`src/rtl/sir_deframer_pkg.sv`:
```
package sir_deframer_pkg;

    localparam int          BYTE_W    = 8;
    localparam int          DEF_LEN_W = 12;
    localparam logic [7:0]  OPEN_FLAG  = 8'hC0;
    localparam logic [7:0]  CLOSE_FLAG = 8'hC1;
    localparam logic [7:0]  ESC_CODE   = 8'h7D;
    localparam logic [7:0]  ESC_XOR    = 8'h20;
    localparam logic [15:0] FLAG_PAIR  = {CLOSE_FLAG, OPEN_FLAG};

    typedef enum logic [1:0] {
        SYM_DATA,
        SYM_OPEN,
        SYM_CLOSE,
        SYM_ESC
    } sym_e;

    typedef struct packed {
        logic noend;
        logic frame;
        logic len;
    } ferr_t;

    typedef struct packed {
        logic             valid;
        logic [BYTE_W-1:0] data;
        logic             sop;
        logic             eop;
        logic             empty;
        ferr_t            err;
    } beat_t;

    function automatic sym_e classify(input logic [BYTE_W-1:0] b);
        if (b == OPEN_FLAG)       return SYM_OPEN;
        else if (b == CLOSE_FLAG) return SYM_CLOSE;
        else if (b == ESC_CODE)   return SYM_ESC;
        else                      return SYM_DATA;
    endfunction

endpackage

```
`src/rtl/sir_deframer_classify.sv`:
```
module sir_deframer_classify
    import sir_deframer_pkg::*;
(
    input  logic [BYTE_W-1:0] byte_in,
    output sym_e              sym
);
    assign sym = classify(byte_in);
endmodule

```
`src/rtl/sir_deframer_core.sv`:
```
module sir_deframer_core
    import sir_deframer_pkg::*;
#(
    parameter int LEN_W = DEF_LEN_W
) (
    input  logic              clk,
    input  logic              rst,
    input  logic              in_valid,
    input  logic [BYTE_W-1:0] in_byte,
    input  sym_e              sym,
    input  logic [LEN_W-1:0]  max_len,
    output logic              pay_v,
    output logic [BYTE_W-1:0] pay_d,
    output logic              close_v,
    output ferr_t             close_err,
    output logic [LEN_W-1:0]  count
);
    localparam logic [LEN_W-1:0] ONE = LEN_W'(1);

    logic             in_frame, in_frame_n;
    logic             esc, esc_n;
    logic             len_err, len_err_n;
    logic [LEN_W-1:0] cnt_n;

    always_comb begin
        pay_v      = 1'b0;
        pay_d      = esc ? (in_byte ^ ESC_XOR) : in_byte;
        close_v    = 1'b0;
        close_err  = '0;
        in_frame_n = in_frame;
        esc_n      = esc;
        len_err_n  = len_err;
        cnt_n      = count;
        if (in_valid) begin
            if (!in_frame) begin
                if (sym == SYM_OPEN) begin
                    in_frame_n = 1'b1;
                    esc_n      = 1'b0;
                    len_err_n  = 1'b0;
                    cnt_n      = '0;
                end
            end else if (sym == SYM_OPEN) begin
                esc_n = 1'b0;
                if (count != '0 || len_err) begin
                    close_v         = 1'b1;
                    close_err.noend = 1'b1;
                    close_err.len   = len_err;
                    len_err_n       = 1'b0;
                    cnt_n           = '0;
                end
            end else if (sym == SYM_CLOSE) begin
                close_v         = 1'b1;
                close_err.frame = esc;
                close_err.len   = len_err;
                in_frame_n      = 1'b0;
                esc_n           = 1'b0;
            end else if (sym == SYM_ESC && !esc) begin
                esc_n = 1'b1;
            end else begin
                esc_n = 1'b0;
                if (count < max_len) begin
                    pay_v = 1'b1;
                    cnt_n = count + ONE;
                end else begin
                    len_err_n = 1'b1;
                end
            end
        end
    end

    always_ff @(posedge clk) begin
        if (rst) begin
            in_frame <= 1'b0;
            esc      <= 1'b0;
            len_err  <= 1'b0;
            count    <= '0;
        end else begin
            in_frame <= in_frame_n;
            esc      <= esc_n;
            len_err  <= len_err_n;
            count    <= cnt_n;
        end
    end
endmodule

```
`src/rtl/sir_deframer_outstage.sv`:
```
module sir_deframer_outstage
    import sir_deframer_pkg::*;
(
    input  logic              clk,
    input  logic              rst,
    input  logic              pay_v,
    input  logic [BYTE_W-1:0] pay_d,
    input  logic              close_v,
    input  ferr_t             close_err,
    output beat_t             beat
);
    logic              held_v;
    logic [BYTE_W-1:0] held_d;
    logic              held_sop;
    beat_t             beat_n;

    always_comb begin
        beat_n = '0;
        if (pay_v && held_v) begin
            beat_n.valid = 1'b1;
            beat_n.data  = held_d;
            beat_n.sop   = held_sop;
        end else if (close_v) begin
            beat_n.valid = 1'b1;
            beat_n.eop   = 1'b1;
            beat_n.err   = close_err;
            if (held_v) begin
                beat_n.data = held_d;
                beat_n.sop  = held_sop;
            end else begin
                beat_n.sop   = 1'b1;
                beat_n.empty = 1'b1;
            end
        end
    end

    always_ff @(posedge clk) begin
        if (rst) begin
            beat     <= '0;
            held_v   <= 1'b0;
            held_d   <= '0;
            held_sop <= 1'b0;
        end else begin
            beat <= beat_n;
            if (pay_v) begin
                held_v   <= 1'b1;
                held_d   <= pay_d;
                held_sop <= !held_v;
            end else if (close_v) begin
                held_v <= 1'b0;
            end
        end
    end
endmodule

```
`src/rtl/sir_deframer.sv`:
```
module sir_deframer
    import sir_deframer_pkg::*;
#(
    parameter int LEN_W = DEF_LEN_W
) (
    input  logic             clk,
    input  logic             rst,
    input  logic             in_valid,
    input  logic [7:0]       in_byte,
    input  logic [LEN_W-1:0] max_len,
    output logic             out_valid,
    output logic [7:0]       out_byte,
    output logic             out_sop,
    output logic             out_eop,
    output logic             out_empty,
    output logic             out_err_noend,
    output logic             out_err_frame,
    output logic             out_err_len,
    output logic [LEN_W-1:0] byte_count,
    output logic [15:0]      flag_word
);
    sym_e        sym;
    logic        pay_v;
    logic [7:0]  pay_d;
    logic        close_v;
    ferr_t       close_err;
    beat_t       beat;

    sir_deframer_classify u_cls (
        .byte_in (in_byte),
        .sym     (sym)
    );

    sir_deframer_core #(.LEN_W(LEN_W)) u_core (
        .clk       (clk),
        .rst       (rst),
        .in_valid  (in_valid),
        .in_byte   (in_byte),
        .sym       (sym),
        .max_len   (max_len),
        .pay_v     (pay_v),
        .pay_d     (pay_d),
        .close_v   (close_v),
        .close_err (close_err),
        .count     (byte_count)
    );

    sir_deframer_outstage u_out (
        .clk       (clk),
        .rst       (rst),
        .pay_v     (pay_v),
        .pay_d     (pay_d),
        .close_v   (close_v),
        .close_err (close_err),
        .beat      (beat)
    );

    assign out_valid     = beat.valid;
    assign out_byte      = beat.data;
    assign out_sop       = beat.sop;
    assign out_eop       = beat.eop;
    assign out_empty     = beat.empty;
    assign out_err_noend = beat.err.noend;
    assign out_err_frame = beat.err.frame;
    assign out_err_len   = beat.err.len;
    assign flag_word     = FLAG_PAIR;
endmodule

```
`config.mk`:
```
export PLATFORM = sky130hd
export DESIGN_NAME = sir_deframer
export DESIGN_NICKNAME = d
export VERILOG_FILES = /design/src/rtl/sir_deframer_pkg.sv /design/src/rtl/sir_deframer_classify.sv /design/src/rtl/sir_deframer_core.sv /design/src/rtl/sir_deframer_outstage.sv /design/src/rtl/sir_deframer.sv
export SDC_FILE = /design/constraint.sdc
export NUM_CORES = 1
export LEC_CHECK = 0
export ABC_AREA = 0
export BUFFER_PORTS_ARGS = -buffer_cell sky130_fd_sc_hd__buf_4
export CAP_MARGIN = 30
export CORE_MARGIN = 3
export CORE_UTILIZATION = 39
export CTS_CLUSTER_DIAMETER = 40
export CTS_CLUSTER_SIZE = 24
export DETAILED_ROUTE_END_ITERATION = 6
export SYNTH_ARGS = -nofsm -noshare
export SYNTH_HDL_FRONTEND = slang
export SYNTH_SLANG_ARGS = --single-unit
```
`constraint.sdc`:
```
create_clock -name clk -period 3.4 [get_ports clk]
set_clock_uncertainty 0.2 [all_clocks]
set_input_delay 0.68 -clock clk [delete_from_list [all_inputs] [get_ports clk]]
set_output_delay 0.68 -clock clk [all_outputs]
set_load 0.02 [all_outputs]
```
==> flow_summary.ini, run 1 <==
[placed_design]
hpwl_um = 3530
dp.cells = 356
place.gp.congestion = 0.800
post_dp_cell_area_um2 = 2530
io_buffers = 49

[hold_path]
hp-class = flop to flop

[worst_setup_path]
arrival_ps = 2670
required_ps = 3420
startpoint_type = input pin
cp-end-kind = flop
critical_path_class = input pin to flop
critical_path.max_fanout = 11

[power]
ir_drop_v = 0.000156
p_leak_uw = 0.00123
power_density_nw_per_um2 = 348

[drt]
ant_nets = 0
drt_iter0_drc = 85
first_pass_iters = 4
wirelength_um = 4610
routed_via_density = 4.87
drcViolationCount = 0
routedWlPerCell_um = 12.7
vias = 1774

[die]
die_area_um2 = 6440
initial_utilization_pct = 41.3
core_area_um2 = 5200
die_y_um = 80.2
die_x_um = 80.2
row_count = 26
io_pins = 66

[finish]
fin_nets = 329
area_delta_synth_final_pct = 22.6
fin_area_um2 = 2640
finalNonFillerCells = 364
final_core_util_pct = 50.6
fillCellCount = 534
layout-drive-gt1-share_pct = 22.4
num_antenna_cells = 0

[run]
drv_cap = 0

[outcome]
status = complete, no violations

[global_route]
use_met1_pct = 21.1
gr-total-overflow = 0
track_usage_pct = 14.9
grt_pass1_wl_um = 7510
antenna_found_initial = 0
met2_usage_pct = 22.5
grt_pass1_vias = 1605
grt_max_degree = 26
met3_usage_pct = 2.47
grt.busiest_layer = met2

[timing]
hold_viol = 0
rsz0062_at_grt = no
final_max_slew_viol_count = 0
worstMarginPinSlew_ps = 579
setup_viol = 0
max_freq_mhz = 378
fin_crit_sh_pct = 77.9
fin_tns_setup_ps = 0
relSlewSlack_pct = 61.0
period_needed_ps = 2650

[cts]
cts_resized = 0
numCtsBuffers = 5
post_cts_buffers = 0
insertion_delay_ps = 290
cts.clk_slew.worst_paths_ps = 80
clockBufferDepth = 2
root_buffer = clkbuf_8
cts_tree = yes
cts_num_sinks = 40
cts_hold_buf = 0
h-tree-depth = 2

[synthesis]
syn_inst = 242
async_flop_share_pct = 0
synth_top_area_share_pct = 37.3
synthTopCellsByArea = dfxtp_1, ha_1, buf_4, mux2i_1, a21oi_1
ys_seq_elements = 40
ys_warn_count = 0
synth.distinct_cells = 47
synth_top_flop_cell = dfxtp_1
synthTopCellsByCount = dfxtp_1, nor2_1, inv_1
avgSynthCellArea_um2 = 8.88
synthesis.area_um2 = 2150
yosysSeqAreaShare_pct = 37.3
synth_top_cell_by_area = dfxtp_1
synth-edff-count = 0
synth.most_common_cell = dfxtp_1
[worst paths after layout]
kind                                 from                      endpoint  slack [ps]  cells past startpoint
max reg2reg  u_core.count[0]$_SDFFE_PP0P_  u_core.count[9]$_SDFFE_PP0P_         800                      9
max                            max_len[1]  u_core.count[6]$_SDFFE_PP0P_         750                      9
min          u_out.held_d[6]$_SDFFE_PP0P_     u_out.beat[12]$_SDFF_PP0_         250                      1
min reg2reg  u_out.held_d[6]$_SDFFE_PP0P_     u_out.beat[12]$_SDFF_PP0_         250                      1
[logic make-up (layout without fill, tap and decap cells)]
| logic type | after synthesis | after routing | share of synthesized area [%] |
|---|---|---|---|
| AND/OR/NAND/NOR | 89 | 89 | 24.5 |
| AO/OA/AOI/OAI | 45 | 45 | 14.4 |
| flip-flops | 40 | 40 | 37.3 |
| buffers and inverters | 39 | 77 | 9.66 |
| adder cells (fa/ha/maj) | 13 | 13 | 7.57 |
| multiplexers | 10 | 10 | 4.66 |
| XOR/XNOR | 4 | 4 | 1.63 |
| other | 2 | 16 | 0.349 |
[report_power, final]
part | switching (uW) | leakage, uW | internal, uW | total [uW]
clock network | 165 | 0.0000552 | 218 | 383
logic | 40.7 | 0.000857 | 26.5 | 67.3
registers | 0.251 | 0.000322 | 468 | 468
[final cells by class]
| cell class | count | area (um^2) | share of cell area (%) |
|---|---|---|---|
| clock buffers | 6 | 72.6 | 2.75 |
| clock inverters | 2 | 35.0 | 1.33 |
| inverters | 19 | 71.3 | 2.71 |
| multi-input cells | 177 | 1190 | 45.3 |
| flip-flops and latches | 40 | 801 | 30.4 |
| well taps | 70 | 87.6 | 3.32 |
| repair buffers | 50 | 375 | 14.2 |
[metrics by stage]
step | hold slack, ps | worst slack [ps] | power, uW
2_1_floorplan | 230 | 688 | 529
3_5_place_dp | 237 | 400 | 546
6_report | 253 | 752 | 918
4_1_cts | 255 | 712 | 924
3_3_place_gp | 236 | 417 | 546
5_1_grt | 274 | 534 | 953
[cell usage in the layout, fill, tap and decap left out, types with 2 or more instances in the layout]
cell type / Yosys / routed
a211oi_1: 3 / 3
a21oi_1: 17 / 17
and2_1: 10 / 10
and3_1: 7 / 7
buf_4: 16 / 50
clkbuf_8: 0 / 5
conb_1: 2 / 16
dfxtp_1: 40 / 40
ha_1: 13 / 13
inv_1: 19 / 19
mux2i_1: 10 / 10
nand2_1: 13 / 13
nand2b_1: 3 / 3
nand3_1: 7 / 7
nand4_1: 3 / 3
nor2_1: 20 / 20
nor2b_1: 3 / 3
nor3_1: 2 / 2
nor4_1: 5 / 5
nor4b_1: 2 / 2
o2111ai_1: 3 / 3
o21a_1: 2 / 2
o21ai_0: 6 / 6
o21ai_1: 2 / 2
o21bai_1: 2 / 2
or3_1: 6 / 6
xor2_1: 3 / 3
[worst max-delay path, cell delays in order]
cell,delay (ps)
buf_4,80
inv_1,30
ha_1,300
a2111oi_2,290
o31ai_1,160
a221oi_4,400
nand3_4,210
or3_1,380
a21oi_1,140
[routing by layer]
layer | routed length (um) | vias up
li1 | - | 916
met1 | 2270 | 802
met2 | 2040 | 51
met3 | 257 | 5
met4 | 49 | 0
met5 | 0 | -
[sequential cells by signal (all words and copies together), names as in the netlist]
register         cells
u_out.beat          15
u_core.count        12
u_out.held_d         8
u_core.esc           1
u_core.in_frame      1
u_core.len_err       1
u_out.held_sop       1
u_out.held_v         1
Power figures use the tool's default switching activity.
==> inputs of run 2 (changes only) <==
==> constraint.sdc (replaced) <==
create_clock -name clk -period 2.6 [get_ports clk]
set_clock_uncertainty 0.2 [all_clocks]
set_input_delay 0.52 -clock clk [delete_from_list [all_inputs] [get_ports clk]]
set_output_delay 0.52 -clock clk [all_outputs]
set_load 0.02 [all_outputs]
==> flow_summary.ini, run 2 (synthesis gave the netlist of run 1 again) <==
[outcome]
status = complete, no violations

[worst_setup_path]
arrival_ps = 2390
crit_top_cell = buf_4
cp.buffers_inverters = 2
cp_slowest_cell = dfxtp_2
cpLargestDelayFamily = compound AO/OA/AOI/OAI gates
critical_path.max_fanout = 6
startpoint_type = flop
critical_path_class = flop to flop
r2r-end = u_core.count[10]$_SDFFE_PP0P_
cp-end-kind = flop
required_ps = 2570
r2r_slack_ps = 180
worstPathCellList = ha_1 > a2111oi_2 > o31ai_1 > a221oi_4 > buf_4 > o21ai_2 > buf_4 > o21ai_0 > a21oi_1
rr_startpoint = u_core.count[1]$_SDFFE_PP0P_
r2r_cells = 9
cpPeakStageDelay_ps = 360

[drt]
wirelength_um = 4700
ant_nets = 0
routed_via_density = 4.72
drt_iter0_drc = 82
drcViolationCount = 0
vias = 1826
first_pass_iters = 4
routedWlPerCell_um = 12.2

[die]
io_pins = 66
die_y_um = 80.2
row_count = 26
die_area_um2 = 6440
die_x_um = 80.2
initial_utilization_pct = 41.3
core_area_um2 = 5200

[finish]
layout_commonest_cell = buf_4
layout-drive-gt1-share_pct = 28.7
regMostFlops = u_out.beat
largest_reg_flops = 15
area_delta_synth_final_pct = 31.1
fin_nets = 352
num_antenna_cells = 0
finalNonFillerCells = 387
layout_common_cells = buf_4, dfxtp_1, nor2_1, inv_1, a21oi_1
top_regs = u_out.beat x15, u_core.count x12, u_out.held_d x8

[power]
power_density_nw_per_um2 = 424
ir_drop_v = 0.000336
p_leak_uw = 0.00135
total_power_uw = 1200

[global_route]
antenna_found_initial = 0
grt_max_degree = 26
track_usage_pct = 15.6
gr-total-overflow = 0
met2_usage_pct = 22.8
met3_usage_pct = 3.14
use_met1_pct = 23.1
grt.busiest_layer = met1
grt_pass1_wl_um = 7790
grt_pass1_vias = 1643

[cts]
cts_num_sinks = 40
cts_tree = yes
cts.clk_slew.worst_paths_ps = 80
post_cts_buffers = 0
numCtsBuffers = 5
insertion_delay_ps = 290
root_buffer = clkbuf_8
h-tree-depth = 2
cts_hold_buf = 0
clockBufferDepth = 2
cts_resized = 0

[timing]
fin_ws_ps = 178
max_freq_mhz = 413
timing.hold.ws_ps = 253
fin_tns_setup_ps = 0
fin_crit_sh_pct = 93.2
period_needed_ps = 2420
setup_viol = 0
hold_viol = 0
final_max_slew_viol_count = 0
rsz0062_at_grt = no

[placed_design]
dp.cells = 379
place_ws_ps = -106
hpwl_um = 3680
place.gp.congestion = 0.804
io_buffers = 49

[hold_path]
whs_path_depth = 1
hold_path_end = u_out.beat[10]$_SDFF_PP0_
hp-start = u_out.held_d[4]$_SDFFE_PP0P_
hp-class = flop to flop

[run]
drv_cap = 0
==> run 2: cell count changes in the layout (fill, tap and decap cells not counted) <==
cell	before	now
dfxtp_1	40	38
nor3_4	0	1
buf_4	50	73
dfxtp_2	0	2
nor3_2	1	0
==> run 2: metrics by stage <==
step,cell area (um^2),util (%)
finish,2820,54.1
CTS,2810,54.0
floorplan,2200,-
global placement,2700,51.9
global route,2820,54.1
detailed placement,2700,51.9
==> run 2: worst max-delay path by stage <==
stage                                               end                         start  cells after the start  slack, ps
after floorplan            u_core.count[6]$_SDFFE_PP0P_                    max_len[1]                      8         50
after global placement     u_core.count[7]$_SDFFE_PP0P_                    max_len[1]                     11        -60
after detailed placement  u_core.count[10]$_SDFFE_PP0P_                    max_len[1]                     11       -110
after CTS                 u_core.count[10]$_SDFFE_PP0P_  u_core.count[1]$_SDFFE_PP0P_                      9         90
after global routing       u_core.count[2]$_SDFFE_PP0P_  u_core.count[1]$_SDFFE_PP0P_                      8         20
final                     u_core.count[10]$_SDFFE_PP0P_  u_core.count[1]$_SDFFE_PP0P_                      9        180
==> run 2: power by group <==
group	internal, uW	leakage, uW	switching (uW)
Clock	285	0.0000552	206
Sequential	612	0.000323	0.263
Combinational	38.5	0.000971	54.6
Total	935	0.00135	261
==> run 2: area by class of cell <==
cell class,instances,area (um^2)
Clock buffer,6,72.6
Sequential cell,40,803
Fill cell,501,2390
Timing Repair Buffer,73,548
Clock inverter,2,35.0
Multi-Input combinational cell,177,1200
Tap cell,70,87.6
Inverter,19,71.3
==> run 2: metal layers <==
metal	share of wire (%)	routed length [um]
met2	43	2000
met4	1.0	49
met3	4.7	221
met1	52	2430
met5	0	0
==> inputs of run 3 (changes only) <==
--- a/config.mk
+++ b/config.mk
@@ -5,11 +5,12 @@
 export SDC_FILE = /design/constraint.sdc
 export NUM_CORES = 1
 export LEC_CHECK = 0
-export ABC_AREA = 0
+export ABC_AREA = 1
 export BUFFER_PORTS_ARGS = -buffer_cell sky130_fd_sc_hd__buf_4
 export CAP_MARGIN = 30
 export CORE_MARGIN = 3
 export CORE_UTILIZATION = 39
+export CTS_BUF_LIST = sky130_fd_sc_hd__clkbuf_2
 export CTS_CLUSTER_DIAMETER = 40
 export CTS_CLUSTER_SIZE = 24
 export DETAILED_ROUTE_END_ITERATION = 6
==> constraint.sdc (replaced) <==
create_clock -name clk -period 2.1 [get_ports clk]
set_clock_uncertainty 0.2 [all_clocks]
set_input_delay 0.42 -clock clk [delete_from_list [all_inputs] [get_ports clk]]
set_output_delay 0.42 -clock clk [all_outputs]
set_load 0.02 [all_outputs]
==> flow_summary.ini, run 3 <==
[finish]
area_delta_synth_final_pct = 26.4
finalNonFillerCells = 497
regMostFlops = u_out.beat
layout_commonest_cell = nand2_1
top_regs = u_out.beat x15, u_core.count x12, u_out.held_d x8
largest_reg_flops = 15
fin_nets = 460
register_area_um2 = 806
layout_common_cells = nand2_1, buf_4, nor2_1, inv_1, dfxtp_1
layout-drive-gt1-share_pct = 25.6
num_antenna_cells = 0
final_core_util_pct = 53.1
fillCellCount = 581
multi_input_area_um2 = 1360

[timing]
hold_viol = 0
setup_viol = 0
final_max_slew_viol_count = 0
max_freq_mhz = 504
fin_ws_ps = 117
period_needed_ps = 1980
fin_tns_setup_ps = 0
fin_crit_sh_pct = 94.4

[worst_setup_path]
required_ps = 2260
critical_path.max_fanout = 4
critical_path_class = flop to flop
cp-end-kind = flop
startpoint_type = flop
arrival_ps = 2140
r2r_cells = 10

[synthesis]
synth-edff-count = 0
synth_top_flop_cell = dfxtp_1
synthTopCellsByCount = nand2_1, nor2_1, dfxtp_1
async_flop_share_pct = 0
ys_seq_elements = 40
synth_top_area_share_pct = 33.4
yosysSeqAreaShare_pct = 33.4
synthTopCellsByArea = dfxtp_1, nand2_1, nor2_1, ha_1, buf_4
synth.most_common_cell = nand2_1
synth.distinct_cells = 29
syn_inst = 353
ys_warn_count = 0
synth_top_cell_by_area = dfxtp_1
synthesis.area_um2 = 2400
avgSynthCellArea_um2 = 6.79

[global_route]
track_usage_pct = 16.2
grt_pass1_vias = 1986
antenna_found_initial = 0
gr-total-overflow = 0
grt_pass1_wl_um = 9450
grt_max_degree = 17

[drt]
wirelength_um = 5820
drt_iter0_drc = 105
vias = 2286
drcViolationCount = 0
first_pass_iters = 4
routed_via_density = 4.60
ant_nets = 0
routedWlPerCell_um = 11.7

[cts]
cts_tree = yes
cts_hold_buf = 0
post_cts_buffers = 0
numCtsBuffers = 5
h-tree-depth = 2
cts.clk_slew.worst_paths_ps = 240
cts_resized = 0
insertion_delay_ps = 420
cts_num_sinks = 40
root_buffer = clkbuf_2
clockBufferDepth = 2

[power]
p_leak_uw = 0.00147
ir_drop_v = 0.000400
power_density_nw_per_um2 = 453

[placed_design]
dp.cells = 488
place.gp.congestion = 0.901
hpwl_um = 4470
io_buffers = 49
place_ws_ps = -139

[die]
row_count = 27
die_y_um = 84.4
die_area_um2 = 7120
die_x_um = 84.4
initial_utilization_pct = 42.0
io_pins = 66
core_area_um2 = 5710

[hold_path]
whs_path_depth = 2
hp-class = input pin to flop

[run]
drv_cap = 0

[outcome]
status = complete, no violations
## run 3: final timing paths
| kind | to | start | slack (ps) |
|---|---|---|---|
| worst min register to register | u_out.beat[9]$_SDFF_PP0_ | u_out.held_d[3]$_SDFFE_PP0P_ | 260 |
| worst max-delay path | u_out.beat[3]$_SDFF_PP0_ | u_core.count[11]$_SDFFE_PP0P_ | 120 |
| worst max register to register | u_out.beat[3]$_SDFF_PP0_ | u_core.count[11]$_SDFFE_PP0P_ | 120 |
| worst min-delay path | u_core.count[9]$_SDFFE_PP0P_ | rst | 60 |
## run 3: logic make-up (layout without fill, tap and decap cells)
| logic type | after synthesis | in the layout | share of synthesized area [%] |
|---|---|---|---|
| fa+ha+maj | 13 | 13 | 6.79 |
| flops | 40 | 40 | 33.4 |
| compound gates | 28 | 28 | 5.95 |
| xor+xnor | 4 | 4 | 1.46 |
| other cells | 2 | 16 | 0.313 |
| simple gates | 201 | 202 | 38.6 |
| buf+inv | 65 | 122 | 13.5 |
## run 3: critical path, cell delays in order (launching register included)
cell and delay (ps):
dfxtp_2 380, ha_1 290, nand2_1 80, nor2_2 120, nand2_1 70, nor2_1 110, nand2_2 130, buf_4 160
nand4_1 140, nand3_2 120, nor2_1 120
## run 3: layout make-up
class	count	share of cell area [%]
clock buffer	5	0.826
clock inverter	3	1.53
inverter	41	5.16
multi-input combinational	263	44.8
sequential	40	26.6
tap	72	2.97
timing repair buffer	73	18.1
## run 3: per-stage QoR
stage	hold WS, ps	power, uW	cell area [um^2]
floorplan	221	864	2450
global placement	242	887	2920
detailed placement	242	889	2920
CTS	52.7	1380	2990
global route	55.0	1430	3030
finish	63.9	1370	3030
## run 3: layer usage
layer  vias to the layer above  GRT usage (%)  part of all wire [%]
met5                         -              0                     0
met4                         0           4.32                  0.53
met3                         4           3.04                   7.8
met2                        73           23.5                    43
met1                       985           24.4                    49
li1                       1224              -                     -
## run 3: power by group
group          internal (uW)  switching, uW  total (uW)
combinational           42.6           71.0         114
sequential               762          0.375         762
clock                    205            293         499
total                   1010            365        1370
